### src/rtl/pdf_pkg.sv
package pdf_pkg;
  localparam int DATA_W = 32;
  localparam int CNT_W  = 2;

  typedef struct packed {
    logic              abort;
    logic              last;
    logic [CNT_W-1:0]  nbytes;
    logic [DATA_W-1:0] data;
  } pdf_word_t;

  localparam int WORD_W = $bits(pdf_word_t);
endpackage

### src/rtl/pdf_ram.sv
module pdf_ram #(
  parameter int ADDR_W = 4,
  parameter int WIDTH  = 36
) (
  input  logic              clk,
  input  logic              we,
  input  logic [ADDR_W-1:0] waddr,
  input  logic [WIDTH-1:0]  wdata,
  input  logic              re,
  input  logic [ADDR_W-1:0] raddr,
  output logic [WIDTH-1:0]  rdata
);
  localparam int DEPTH = 1 << ADDR_W;

  logic [WIDTH-1:0] mem [DEPTH];

  always_ff @(posedge clk) begin
    if (we) mem[waddr] <= wdata;
    if (re) rdata <= mem[raddr];
  end
endmodule

### src/rtl/pdf_wr_ctrl.sv
module pdf_wr_ctrl #(
  parameter int ADDR_W = 4
) (
  input  logic            clk,
  input  logic            rst,
  input  logic            s_valid,
  input  logic            s_last,
  input  logic            s_abort,
  input  logic [ADDR_W:0] rd_ptr,
  output logic            we,
  output logic [ADDR_W:0] spec_ptr,
  output logic [ADDR_W:0] commit_ptr
);
  logic            dropping;
  logic [ADDR_W:0] occ;
  logic            full;

  // occupancy never exceeds 2^ADDR_W, so its top bit alone flags full
  assign occ  = spec_ptr - rd_ptr;
  assign full = occ[ADDR_W];

  always_comb we = s_valid && !dropping && !s_abort && !full;

  always_ff @(posedge clk) begin
    if (rst) begin
      spec_ptr   <= '0;
      commit_ptr <= '0;
      dropping   <= 1'b0;
    end else if (s_valid) begin
      if (dropping) begin
        if (s_last || s_abort) dropping <= 1'b0;
      end else if (s_abort) begin
        spec_ptr <= commit_ptr;
      end else if (full) begin
        spec_ptr <= commit_ptr;
        dropping <= !s_last;
      end else begin
        spec_ptr <= spec_ptr + 1'b1;
        if (s_last) commit_ptr <= spec_ptr + 1'b1;
      end
    end
  end
endmodule

### src/rtl/pdf_rd_ctrl.sv
module pdf_rd_ctrl #(
  parameter int ADDR_W = 4
) (
  input  logic            clk,
  input  logic            rst,
  input  logic [ADDR_W:0] commit_ptr,
  input  logic            m_ready,
  output logic            re,
  output logic [ADDR_W:0] rd_ptr,
  output logic            m_valid
);
  logic have_word;

  assign have_word = rd_ptr != commit_ptr;
  always_comb re = have_word && (!m_valid || m_ready);

  always_ff @(posedge clk) begin
    if (rst) begin
      rd_ptr  <= '0;
      m_valid <= 1'b0;
    end else if (re) begin
      rd_ptr  <= rd_ptr + 1'b1;
      m_valid <= 1'b1;
    end else if (m_ready) begin
      m_valid <= 1'b0;
    end
  end
endmodule

### src/rtl/pkt_drop_fifo.sv
module pkt_drop_fifo
  import pdf_pkg::*;
#(
  parameter int ADDR_W = 4
) (
  input  logic              clk,
  input  logic              rst,
  input  logic              s_valid,
  input  logic [DATA_W-1:0] s_data,
  input  logic              s_last,
  input  logic [CNT_W-1:0]  s_nbytes,
  input  logic              s_abort,
  output logic              m_valid,
  input  logic              m_ready,
  output logic [DATA_W-1:0] m_data,
  output logic              m_last,
  output logic [CNT_W-1:0]  m_nbytes,
  output logic              m_abort
);
  logic            we, re;
  logic [ADDR_W:0] spec_ptr, commit_ptr, rd_ptr;
  pdf_word_t       wword, rword;

  assign wword = '{abort: s_abort, last: s_last, nbytes: s_nbytes, data: s_data};

  pdf_wr_ctrl #(.ADDR_W(ADDR_W)) u_wr (
    .clk        (clk),
    .rst        (rst),
    .s_valid    (s_valid),
    .s_last     (s_last),
    .s_abort    (s_abort),
    .rd_ptr     (rd_ptr),
    .we         (we),
    .spec_ptr   (spec_ptr),
    .commit_ptr (commit_ptr)
  );

  pdf_ram #(.ADDR_W(ADDR_W), .WIDTH(WORD_W)) u_ram (
    .clk   (clk),
    .we    (we),
    .waddr (spec_ptr[ADDR_W-1:0]),
    .wdata (wword),
    .re    (re),
    .raddr (rd_ptr[ADDR_W-1:0]),
    .rdata (rword)
  );

  pdf_rd_ctrl #(.ADDR_W(ADDR_W)) u_rd (
    .clk        (clk),
    .rst        (rst),
    .commit_ptr (commit_ptr),
    .m_ready    (m_ready),
    .re         (re),
    .rd_ptr     (rd_ptr),
    .m_valid    (m_valid)
  );

  assign m_data   = rword.data;
  assign m_last   = rword.last;
  assign m_nbytes = rword.nbytes;
  assign m_abort  = rword.abort;
endmodule

### config.mk
export PLATFORM = sky130hd
export DESIGN_NAME = pkt_drop_fifo
export DESIGN_NICKNAME = d
export VERILOG_FILES = /design/src/rtl/pdf_pkg.sv /design/src/rtl/pdf_ram.sv /design/src/rtl/pdf_wr_ctrl.sv /design/src/rtl/pdf_rd_ctrl.sv /design/src/rtl/pkt_drop_fifo.sv
export SDC_FILE = /design/constraint.sdc
export NUM_CORES = 1
export LEC_CHECK = 0
export ABC_CLOCK_PERIOD_IN_PS = 15850
export BUFFER_PORTS_ARGS = -buffer_cell sky130_fd_sc_hd__buf_2
export CAP_MARGIN = 20
export CORE_ASPECT_RATIO = 0.5
export CORE_UTILIZATION = 35
export DETAILED_ROUTE_END_ITERATION = 16
export MAX_ROUTING_LAYER = met4
export PLACE_DENSITY = 0.49
export SLEW_MARGIN = 30
export SYNTH_ARGS = -nofsm -noshare
export SYNTH_HDL_FRONTEND = slang
export SYNTH_SLANG_ARGS = --single-unit
### constraint.sdc
create_clock -name clk -period 15.85 [get_ports clk]
set_input_delay 2.3775 -clock clk [delete_from_list [all_inputs] [get_ports clk]]
set_output_delay 2.3775 -clock clk [all_outputs]
set_load 0.05 [all_outputs]
# == After elaboration in Yosys (flattened, before gate mapping) ==
# Memories as Yosys holds them, arrays and structs flattened. A register that Yosys moved wholly into a read port is not among the register bits.
# Index checks and enable logic that the tools add are counted.
# W data, S select, Z words.
# word_totals
in_bits,40
regBits,17
mem_bits_rw,576
memories,1
# mem_list
name,words,width,read_ports,rd_clocked_by_memory_dff,wr,line_no,text
u_ram.mem,16,36,1,1,1,pdf_ram.sv:15,logic [WIDTH-1:0] mem [DEPTH];
# op_classes
muxes,10
n_reduce_logical,14
bitwise_logic,3
eq_ne,1
n_addsub,3
# ops
cell,count
$add A5 B1 Y5 const B,2
$mux W5,2
$mux W1,8
$logic_not A1 Y1,5
$ne A5 B5 Y1,1
$reduce_and A5 Y1,1
$sub A5 B5 Y5,1
$logic_and A1 B1 Y1,4
$not A1 Y1,3
$logic_or A1 B1 Y1,2
$reduce_and A2 Y1,1
$reduce_bool A2 Y1,1

# == Logic depth before layout (Yosys ltp) ==
# Gate-level depths: netlist (run 1).
# depth
ltp_word,6
ltp_mapped,11
depth_no_buf,7

# == Hierarchy ==
# From an unflattened synthesis (run 1), not the netlist that was laid out.
# unflattened
cells_unflattened,1070
area_unflattened_um2,23844.1
# by_module_without_submodules
mod,area_per_inst_um2,instances,cells_each
pdf_ram,22679.3,1,938
pdf_wr_ctrl,757.0,1,87
pdf_rd_ctrl,407.9,1,45

# == Worst setup path before layout (run 1) ==
# Ideal clock, no wire load.
# synth_timing
path_kind,input port to flip-flop
start,input s_abort
end,"memory u_ram.mem[15][0], enable pin"
t_arrival_ns,5.821
stages,3
slack_ns,9.545
path_cell_list,or4_1 buf_2 a211oi_1
# synth_between
elab_chain_len,5
# synth_rtl
item,line_no,text
"start, declared",pkt_drop_fifo.sv:12,"input logic s_abort,"
$logic_not A1 Y1,pdf_wr_ctrl.sv:22,always_comb we = s_valid && !dropping && !s_abort && !full;
$logic_and A1 B1 Y1 (2 in a row),pdf_wr_ctrl.sv:22,
$mux W1,pdf_ram.sv:18,if (we) mem[waddr] <= wdata;
$mux W1 (implied by the code),pdf_ram.sv:18,
"end, declared",pdf_ram.sv:15,
# Every way passes these cells.

# == Worst setup path in the final report (run 1) ==
# layout_timing
start,register u_rd.rd_ptr[2]
end,"memory u_ram.mem[14][17], enable pin"
# layout_between
elab_chain_len,5
# layout_rtl
item,line_no,text
"start, declared",pdf_rd_ctrl.sv:9,"output logic [ADDR_W:0] rd_ptr,"
"start signal, assigned",pdf_rd_ctrl.sv:22,rd_ptr <= rd_ptr + 1'b1;
$sub A5 B5 Y5,pdf_wr_ctrl.sv:19,assign occ = spec_ptr - rd_ptr;
$logic_not A1 Y1,pdf_wr_ctrl.sv:22,
$logic_and A1 B1 Y1,pdf_wr_ctrl.sv:22,
$mux W1,pdf_ram.sv:18,
$mux W1 (implied by the code),pdf_ram.sv:18,
# Every way passes these cells.

==> results of run 1 <==
[layout by cell type (no fill, tap or decap), types with 14 or more instances in the layout]
cell / netlist / layout
nor2_1: 14 / 14
clkbuf_1: 41 / 22
mux4_2: 144 / 144
nand2_1: 151 / 151
and3_1: 37 / 37
clkbuf_16: 0 / 57
edfxtp_1: 612 / 612
a31oi_1: 39 / 39
buf_2: 18 / 76
[layout make-up]
| cell class | count | share of cell area [%] |
|---|---|---|
| Clock buffer | 80 | 5.58 |
| Timing Repair Buffer | 89 | 1.87 |
| Sequential cell | 629 | 68.7 |
| Multi-Input combinational cell | 482 | 18.9 |
| Inverter | 7 | 0.0963 |
| Clock inverter | 22 | 0.739 |
| Tap cell | 897 | 4.11 |
[per-layer routing]
layer  global-route usage [%]  vias to the layer above  wire [um]
li1                         -                     4975          -
met1                     21.0                     6052      24000
met2                     26.6                      222      27100
met5                        -                        -          0
met4                     5.63                        0       1810
met3                     2.29                       93       2060
[how the worst max path moves through the flow]
stage                                 from                           to  slack (ns)  depth (start not counted)
2_1_floorplan                      s_abort   u_ram.mem[15][0]$_DFFE_PP_        9.54                          3
3_3_place_gp                       s_abort   u_ram.mem[5][14]$_DFFE_PP_       10.71                          4
3_5_place_dp                       s_abort  u_ram.mem[14][17]$_DFFE_PP_       10.95                          5
4_1_cts        u_rd.rd_ptr[2]$_SDFFE_PP0P_  u_ram.mem[14][17]$_DFFE_PP_       11.39                          8
5_1_grt        u_rd.rd_ptr[2]$_SDFFE_PP0P_  u_ram.mem[14][13]$_DFFE_PP_       11.16                          8
6_report       u_rd.rd_ptr[2]$_SDFFE_PP0P_  u_ram.mem[14][17]$_DFFE_PP_       11.40                          8
[logic make-up (layout without fill, tap and decap cells)]
| logic type | count (synthesis) | in the layout |
|---|---|---|
| XOR/XNOR | 14 | 14 |
| AO/OA/AOI/OAI | 62 | 62 |
| AND/OR/NAND/NOR | 248 | 248 |
| adder cells (fa/ha/maj) | 8 | 8 |
| buffers and inverters | 70 | 198 |
| flip-flops | 629 | 629 |
| multiplexers | 150 | 150 |
[worst reg2reg max path: cells and delay by family (launching register included)]
kind	cells	cell delay (ns)
AO/OA/AOI/OAI	1	0.12
adder cells (fa/ha/maj)	1	0.49
buffers and inverters	2	1.14
flip-flops	1	0.82
AND/OR/NAND/NOR	4	1.47
[cells in the mapped netlist, drive strengths merged]
cell,count,share of area [%]
a211oi,2,0.062
a21boi,2,0.062
a21oi,3,0.11
a311oi,1,0.036
a31oi,39,1.0
and2,2,0.052
and3,37,0.96
and4,15,0.54
buf,21,0.42
clkbuf,42,0.66
dfxtp,17,1.4
edfxtp,612,76
ha,8,0.42
inv,7,0.11
mux2,4,0.19
mux2i,2,0.083
mux4,144,13
nand2,152,2.4
nand2b,4,0.10
nand3,3,0.062
nand3b,1,0.031
nand4,3,0.078
nor2,14,0.22
nor2b,10,0.26
nor3,4,0.083
nor3b,1,0.031
nor4,1,0.026
o2111ai,1,0.036
o211ai,3,0.093
o21a,3,0.093
o21ai,5,0.10
o22ai,2,0.052
o41ai,1,0.036
or4,1,0.031
xnor2,10,0.36
xor2,4,0.15
[power breakdown]
group | switching [mW] | leakage (nW) | internal, mW
Combinational | 0.534 | 1.98 | 0.266
Clock | 0.582 | 0.838 | 0.731
Sequential | 0.0385 | 5.66 | 1.93
Total | 1.15 | 8.48 | 2.93
[registers in the layout (all words and copies together) (netlist names)]
register	cells
u_rd.m_valid	1
u_wr.commit_ptr	5
u_wr.dropping	1
u_wr.spec_ptr	5
u_rd.rd_ptr	5
u_ram.mem	576
u_ram.rdata	36
==> summary.txt, run 1 <==
Detailed routing
  • Starting DRT DRC Count: 921
  • Via Count: 11300
  • Drt drc: 0
  • Final ANT Viol Nets: 0
  • Final WL: 55.0 mm
  • Drt via density: 5.14
  • First-pass detailed-route iteration total: 5
  • Routed len/inst: 24.9 um

Layout
  • Layout cells sized above 1: 25.5%
  • Core Util, Final: 40.4%
  • Multi-input gate area: 5160 sq um
  • Fillers: 6017
  • Register Area: 18700 sq um
  • Synth-to-Final Area Change: 13.1%
  • Ant. Diodes: 0
  • Finished Cell Area: 27300 sq um
  • Final nets: 1314
  • Non-filler cells, final: 2206

Worst setup path
  • Worst reg2reg path depth: 8
  • Critical path class: reg2reg
  • Reg-to-Reg End: u_ram.mem[14][17]$_DFFE_PP_
  • Kind of start point of the critical path: flop
  • CP max stage delay: 0.82 ns
  • Crit end category: flop
  • WP data required: 16.07 ns
  • CP bufs+invs: 2
  • R2R Setup Slk: 11.40 ns
  • CP delay by family, top: simple AND/OR/NAND/NOR gates
  • Slowest CP cell: dfxtp_4
  • Critical path peak fanout: 49
  • Launching point of the worst reg2reg path: u_rd.rd_ptr[2]$_SDFFE_PP0P_
  • Crit path cell chain: inv_2 -> ha_1 -> o21ai_0 -> nor2b_1 -> or4_1 -> nand2_2 -> and4_2 -> buf_4
  • Worst Path Arrival: 4.67 ns

Yosys
  • Post-synthesis cell type count: 42
  • Compound-Gate Fraction of Synth Area: 1.70%
  • Yosys warning total: 0
  • Mean Syn Cell Area: 20.4 sq um
  • Post-Syn Area: 24100 sq um
  • Synth Area in Adders: 0.415%
  • Largest family of logic cells by synthesized area: multiplexers
  • Proportion of synthesized area in mux cells: 13.7%
  • Mapped Cells: 1181
  • Syn_nets: 1229
  • Seq cells post-synth: 629
  • Sequential area share after synthesis: 77.6%
  • Synth Area in XOR/XNOR: 0.508%
  • Area share of and/or/nand/nor cells after synthesis: 4.86%

Die
  • Die Area: 70000 sq um
  • Die Y: 188 um
  • Core area: 67600 sq um
  • Ports: 77
  • Starting density of the core: 35.7%
  • Die X: 373 um
  • Site row count: 67

Clock tree
  • Number of gates resized after CTS: 0
  • Clock root cell: clkbuf_16
  • CTS tree: built
  • Clk_lat worst skew: 0.58 ns
  • Hold-fix buffers at CTS: 0
  • Post-CTS setup buffer count: 0
  • Max clock buf depth: 3
  • Clk pin slew, worst setup/hold paths: 0.06 ns
  • Num CTS Buffers: 57
  • Sink Count: 629
  • H-Tree Level Count: 2

Min path
  • Hold Startpoint: u_wr.dropping$_SDFFE_PP0P_
  • Hold path depth: 2
  • Hold WC Path Type: reg2reg
  • Min-Delay Endpoint: u_wr.dropping$_SDFFE_PP0P_

STA
  • Final number of setup-violating endpoints: 0
  • Final setup margin: 11.40 ns
  • Slew HR: 36.8%
  • Final setup TNS: 0 ns
  • Final hold slack: 0.489 ns
  • RSZ-0062 raised after global routing: no
  • Final Skew: 0.00998 ns
  • Fmax achieved: 225 MHz
  • Final Max Tran Viols: 0
  • Period utilization: 28.1%
  • Slew at the pin closest to its max-slew limit: 0.949 ns
  • Final Critical Period: 4.45 ns
  • Final hold vios: 0

Placed design
  • DP Cell Count: 2103
  • IO buf count: 76
  • Post-place setup slack: 10.95 ns
  • Placed Area: 25500 sq um
  • Final HPWL DP: 31.7 mm
  • GPL Wtd Cong: 0.799

Run
  • Total of max-cap violations: 0

GRT
  • GRT Util Overall: 16.3%
  • First-pass GRT wire length: 81.5 mm
  • Largest net degree at the start of global routing: 101
  • Overflow after GRT: 0
  • Number of global-route vias before repair: 12100
  • Initial antenna violation count: 0

Outcome
  • Status: finished, final reports clean

Power
  • Leakage: 8.48 nW
  • Max IR drop VDD: 0.0886 mV
  • Pwr per Cell Area: 150 nW/um^2
  • Tot Pwr: 4.08 mW
Power figures use the tool's default switching activity.
==> run 2, diff against run 1 <==
--- a/config.mk
+++ b/config.mk
@@ -5,7 +5,7 @@
 export SDC_FILE = /design/constraint.sdc
 export NUM_CORES = 1
 export LEC_CHECK = 0
-export ABC_CLOCK_PERIOD_IN_PS = 15850
+export ABC_CLOCK_PERIOD_IN_PS = 4100
 export BUFFER_PORTS_ARGS = -buffer_cell sky130_fd_sc_hd__buf_2
 export CAP_MARGIN = 20
 export CORE_ASPECT_RATIO = 0.5
==> constraint.sdc (replaced) <==
create_clock -name clk -period 4.1 [get_ports clk]
set_input_delay 0.615 -clock clk [delete_from_list [all_inputs] [get_ports clk]]
set_output_delay 0.615 -clock clk [all_outputs]
set_load 0.05 [all_outputs]
==> summary.txt, run 2 (synthesis gave the netlist of run 1 again) <==
Worst setup path
  • CP delay by family, top: simple AND/OR/NAND/NOR gates
  • Kind of start point of the critical path: flop
  • Worst reg2reg path depth: 7
  • Critical path peak fanout: 20
  • Reg-to-Reg End: u_ram.mem[9][12]$_DFFE_PP_
  • Crit path cell chain: ha_1 -> o21ai_0 -> nor2b_1 -> or4_1 -> nand2_2 -> and4_2 -> buf_12
  • Worst Path Arrival: 3.58 ns
  • Crit end category: flop
  • R2R Setup Slk: 0.82 ns
  • CP max stage delay: 0.69 ns
  • CP bufs+invs: 1
  • Slowest CP cell: or4_1
  • Launching point of the worst reg2reg path: u_wr.spec_ptr[2]$_SDFFE_PP0P_
  • Critical path class: reg2reg
  • WP data required: 4.40 ns

Clock tree
  • Sink Count: 629
  • Clk_lat worst skew: 0.61 ns
  • Max clock buf depth: 3
  • Clk pin slew, worst setup/hold paths: 0.07 ns
  • Hold-fix buffers at CTS: 0
  • Clock root cell: clkbuf_16
  • Number of gates resized after CTS: 0
  • CTS tree: built
  • Post-CTS setup buffer count: 0
  • Num CTS Buffers: 56
  • H-Tree Level Count: 2

Min path
  • Min-Delay Endpoint: u_wr.dropping$_SDFFE_PP0P_
  • Hold Startpoint: s_valid
  • Hold WC Path Type: in2reg
  • Hold path depth: 3

GRT
  • First-pass GRT wire length: 83.8 mm
  • GRT Util Overall: 16.6%
  • Number of global-route vias before repair: 12600
  • Initial antenna violation count: 0
  • Overflow after GRT: 0
  • Largest net degree at the start of global routing: 111

Detailed routing
  • Final ANT Viol Nets: 0
  • Drt via density: 5.23
  • First-pass detailed-route iteration total: 5
  • Final WL: 55.9 mm
  • Routed len/inst: 25.1 um
  • Drt drc: 0
  • Starting DRT DRC Count: 857
  • Via Count: 11600

STA
  • Final hold vios: 0
  • Final Critical Period: 3.28 ns
  • RSZ-0062 raised after global routing: no
  • Final setup TNS: 0 ns
  • Period utilization: 80.1%
  • Final Max Tran Viols: 0
  • Slew HR: 34.8%
  • Final setup margin: 0.817 ns
  • Fmax achieved: 305 MHz
  • Slew at the pin closest to its max-slew limit: 0.978 ns
  • Final number of setup-violating endpoints: 0
  • Final Skew: 0.0213 ns

Run
  • Total of max-cap violations: 0

Placed design
  • Final HPWL DP: 32.7 mm
  • IO buf count: 76
  • GPL Wtd Cong: 0.763
  • Post-place setup slack: 0.824 ns

Die
  • Die Y: 188 um
  • Site row count: 67
  • Starting density of the core: 35.7%
  • Die Area: 70000 sq um
  • Ports: 77
  • Die X: 373 um
  • Core area: 67600 sq um

Layout
  • Layout cells sized above 1: 26.6%
  • Most frequent cells in the layout: edfxtp_1 (612), nand2_1 (151), mux4_2 (144)
  • Largest register FFs: 576
  • Synth-to-Final Area Change: 14.3%
  • Final nets: 1331
  • Commonest non-fill, non-tap cell in the layout: edfxtp_1
  • Top Registers: u_ram.mem x576, u_ram.rdata x36
  • Ant. Diodes: 0
  • Largest reg by FF count: u_ram.mem
  • Fillers: 6016

Outcome
  • Status: finished, final reports clean

Power
  • Leakage: 8.60 nW
  • Max IR drop VDD: 0.325 mV
  • Pwr per Cell Area: 574 nW/um^2
[run 2: cell count changes in the layout (fill, tap and decap cells not counted), moves of 2 or more]
cell and delta:
clkinv_2 -3, inv_6 +2, and4_2 +13, clkinvlp_4 +3
clkinv_1 +6, and4_4 -13, buf_4 +7, clkbuf_1 -8
buf_12 +12
[run 2: worst max-delay path by stage]
stage / cells past startpoint / slack, ns / from / end
floorplan: 9 / 0.03 / u_rd.rd_ptr[2]$_SDFFE_PP0P_ / u_ram.mem[15][0]$_DFFE_PP_
global placement: 6 / 0.90 / u_rd.rd_ptr[0]$_SDFFE_PP0P_ / u_ram.mem[10][8]$_DFFE_PP_
detailed placement: 7 / 0.82 / u_wr.spec_ptr[2]$_SDFFE_PP0P_ / u_ram.mem[9][8]$_DFFE_PP_
CTS: 7 / 0.81 / u_wr.spec_ptr[2]$_SDFFE_PP0P_ / u_ram.mem[9][19]$_DFFE_PP_
global route: 7 / 0.57 / u_wr.spec_ptr[2]$_SDFFE_PP0P_ / u_ram.mem[10][6]$_DFFE_PP_
finish: 7 / 0.82 / u_wr.spec_ptr[2]$_SDFFE_PP0P_ / u_ram.mem[9][12]$_DFFE_PP_
[run 2: cell type report]
| cell class | instances | area (sq um) | share of cell area [%] |
|---|---|---|---|
| clock buffers | 71 | 1480 | 5.37 |
| clock inverters | 31 | 279 | 1.01 |
| inverters | 7 | 26.3 | 0.0954 |
| multi-input cells | 482 | 5140 | 18.7 |
| flip-flops and latches | 629 | 18700 | 68.0 |
| well taps | 897 | 1120 | 4.07 |
| repair buffers | 107 | 776 | 2.82 |
[run 2: metal layers]
metal  global-route usage, %  up-vias  wire [um]
li1                        -     5027          -
met1                    22.3     6311      25400
met2                    27.1      230      27500
met3                    2.68       56       2200
met4                    3.21        0        835
met5                       -        -          0
[run 2: power by group]
part	internal (mW)	switching, mW
registers	7.47	0.135
clock network	2.86	2.31
logic	1.04	1.99
total	11.4	4.44
[run 2: through the flow]
stage	power [mW]	hold WS, ns	cell area [sq um]	utilization (%)	std cells
after floorplan	9.89	0.449	24100	-	1181
after global placement	10.8	0.471	25800	38.2	2122
after detailed placement	10.9	0.478	25800	38.2	2122
after CTS	16.0	0.294	27600	40.8	2224
after global routing	16.4	0.323	27600	40.8	2224
final	15.8	0.329	27600	40.8	2224
[run 2: worst reg2reg max path: cells and delay by family (launching register included)]
family | cells | cell delay, ns
adders and majority gates | 1 | 0.23
DFF | 1 | 0.51
AOI/OAI and AO/OA | 1 | 0.11
and+or+nand+nor | 4 | 1.84
buffers and inverters | 1 | 0.27
==> run 3, diff against run 2 <==
--- a/config.mk
+++ b/config.mk
@@ -5,7 +5,7 @@
 export SDC_FILE = /design/constraint.sdc
 export NUM_CORES = 1
 export LEC_CHECK = 0
-export ABC_CLOCK_PERIOD_IN_PS = 4100
+export ABC_CLOCK_PERIOD_IN_PS = 3400
 export BUFFER_PORTS_ARGS = -buffer_cell sky130_fd_sc_hd__buf_2
 export CAP_MARGIN = 20
 export CORE_ASPECT_RATIO = 0.5
==> constraint.sdc (replaced) <==
create_clock -name clk -period 3.4 [get_ports clk]
set_input_delay 0.51 -clock clk [delete_from_list [all_inputs] [get_ports clk]]
set_output_delay 0.51 -clock clk [all_outputs]
set_load 0.05 [all_outputs]
==> summary.txt, run 3 (synthesis gave the netlist of run 1 again) <==
Outcome
  • Status: finished, final reports clean

Layout
  • Largest register FFs: 576
  • Final nets: 1338
  • Commonest non-fill, non-tap cell in the layout: edfxtp_1
  • Most frequent cells in the layout: edfxtp_1 (612), nand2_1 (151), mux4_2 (144)
  • Top Registers: u_ram.mem x576, u_ram.rdata x36
  • Layout cells sized above 1: 27.1%
  • Ant. Diodes: 0
  • Largest reg by FF count: u_ram.mem
  • Synth-to-Final Area Change: 14.6%

Worst setup path
  • CP max stage delay: 0.52 ns
  • Kind of start point of the critical path: flop
  • Worst Path Arrival: 3.21 ns
  • Slowest CP cell: or4_1
  • Critical path peak fanout: 27
  • CP bufs+invs: 1
  • Crit path cell chain: ha_1 -> o21ai_0 -> nor2b_1 -> or4_1 -> nand2_2 -> and4_2 -> buf_12
  • CP delay by family, top: simple AND/OR/NAND/NOR gates
  • Worst reg2reg path depth: 7
  • Crit. path cell count: 7
  • Critical path class: reg2reg
  • WP data required: 3.68 ns
  • Crit end category: flop

Die
  • Site row count: 67
  • Die X: 373 um
  • Starting density of the core: 35.7%
  • Die Area: 70000 sq um
  • Die Y: 188 um
  • Core area: 67600 sq um
  • Ports: 77

Detailed routing
  • Final ANT Viol Nets: 0
  • Final WL: 55.1 mm
  • Drt via density: 5.19
  • Drt drc: 0
  • Routed len/inst: 24.7 um
  • First-pass detailed-route iteration total: 5
  • Via Count: 11600
  • Starting DRT DRC Count: 926

STA
  • Slew HR: 46.1%
  • Final number of setup-violating endpoints: 0
  • Final Max Tran Viols: 0
  • RSZ-0062 raised after global routing: no
  • Final setup TNS: 0 ns
  • Period utilization: 86.3%
  • Fmax achieved: 341 MHz
  • Final hold slack: 0.246 ns
  • Slew at the pin closest to its max-slew limit: 0.802 ns
  • Final Skew: 0.0141 ns
  • Final hold vios: 0
  • Final Critical Period: 2.93 ns

Placed design
  • Final HPWL DP: 30.9 mm
  • GPL Wtd Cong: 0.756
  • IO buf count: 76

GRT
  • Initial antenna violation count: 0
  • Largest net degree at the start of global routing: 113
  • GRT Util Overall: 16.4%
  • First-pass GRT wire length: 83.0 mm
  • Number of global-route vias before repair: 12700
  • Overflow after GRT: 0

Clock tree
  • Hold-fix buffers at CTS: 0
  • CTS tree: built
  • Num CTS Buffers: 57
  • Number of gates resized after CTS: 0
  • H-Tree Level Count: 2
  • Post-CTS setup buffer count: 0
  • Sink Count: 629
  • Clk_lat worst skew: 0.60 ns
  • Clock root cell: clkbuf_16
  • Max clock buf depth: 3
  • Clk pin slew, worst setup/hold paths: 0.06 ns

Power
  • Max IR drop VDD: 0.498 mV
  • Leakage: 8.66 nW
  • Pwr per Cell Area: 693 nW/um^2

Min path
  • Hold WC Path Type: in2reg
  • Hold path depth: 3

Run
  • Total of max-cap violations: 0
run 3: changes by cell type in the layout (fill, tap and decap cells not counted), sizes merged:
cell,change
buf,+6
clkbuf,+3
bufinv,+1
clkinv,+1
inv,-2
clkinvlp,-2
run 3: worst paths after layout:
kind	from	to	slack, ns
setup / recovery	u_wr.spec_ptr[2]$_SDFFE_PP0P_	u_ram.mem[6][20]$_DFFE_PP_	0.47
hold / removal	s_valid	u_wr.dropping$_SDFFE_PP0P_	0.25
setup reg to reg	u_wr.spec_ptr[2]$_SDFFE_PP0P_	u_ram.mem[6][20]$_DFFE_PP_	0.47
hold reg to reg	u_wr.dropping$_SDFFE_PP0P_	u_wr.dropping$_SDFFE_PP0P_	0.48
run 3: worst reg2reg max path: cells and delay by family (launching register included):
family	cells	cell delay, ns
simple gates	4	1.46
flops	1	0.51
buf+inv	1	0.26
fa+ha+maj	1	0.24
compound gates	1	0.12
run 3: metal layers:
layer	up-vias	global-route usage [%]	wire, um
met5	-	-	0
met4	0	3.48	1010
met3	81	2.38	1920
met2	231	27.2	27400
met1	6236	21.7	24800
li1	5026	-	-
run 3: cell type report:
| class | count | area [sq um] |
|---|---|---|
| clock buffers | 74 | 1510 |
| repair buffers | 113 | 808 |
| inverters | 7 | 26.3 |
| flip-flops and latches | 629 | 18700 |
| fillers | 5967 | 39900 |
| well taps | 897 | 1120 |
| clock inverters | 29 | 298 |
| multi-input cells | 482 | 5140 |
run 3: through the flow:
step / worst slack (ns) / utilization [%] / instance area [sq um] / instances / power, mW
2_1_floorplan: 0.0129 / - / 24100 / 1181 / 11.9
3_3_place_gp: 0.615 / 38.2 / 25800 / 2128 / 13.1
3_5_place_dp: 0.509 / 38.2 / 25800 / 2128 / 13.1
4_1_cts: 0.492 / 40.9 / 27600 / 2231 / 19.4
5_1_grt: 0.308 / 40.9 / 27600 / 2231 / 19.9
6_report: 0.466 / 40.9 / 27600 / 2231 / 19.2
run 3: power by group:
part           leakage [nW]  switching (mW)  internal, mW  total (mW)
logic                  2.12            2.44          1.27        3.71
registers              5.66           0.117          9.01        9.13
clock network         0.878            2.74          3.58        6.32
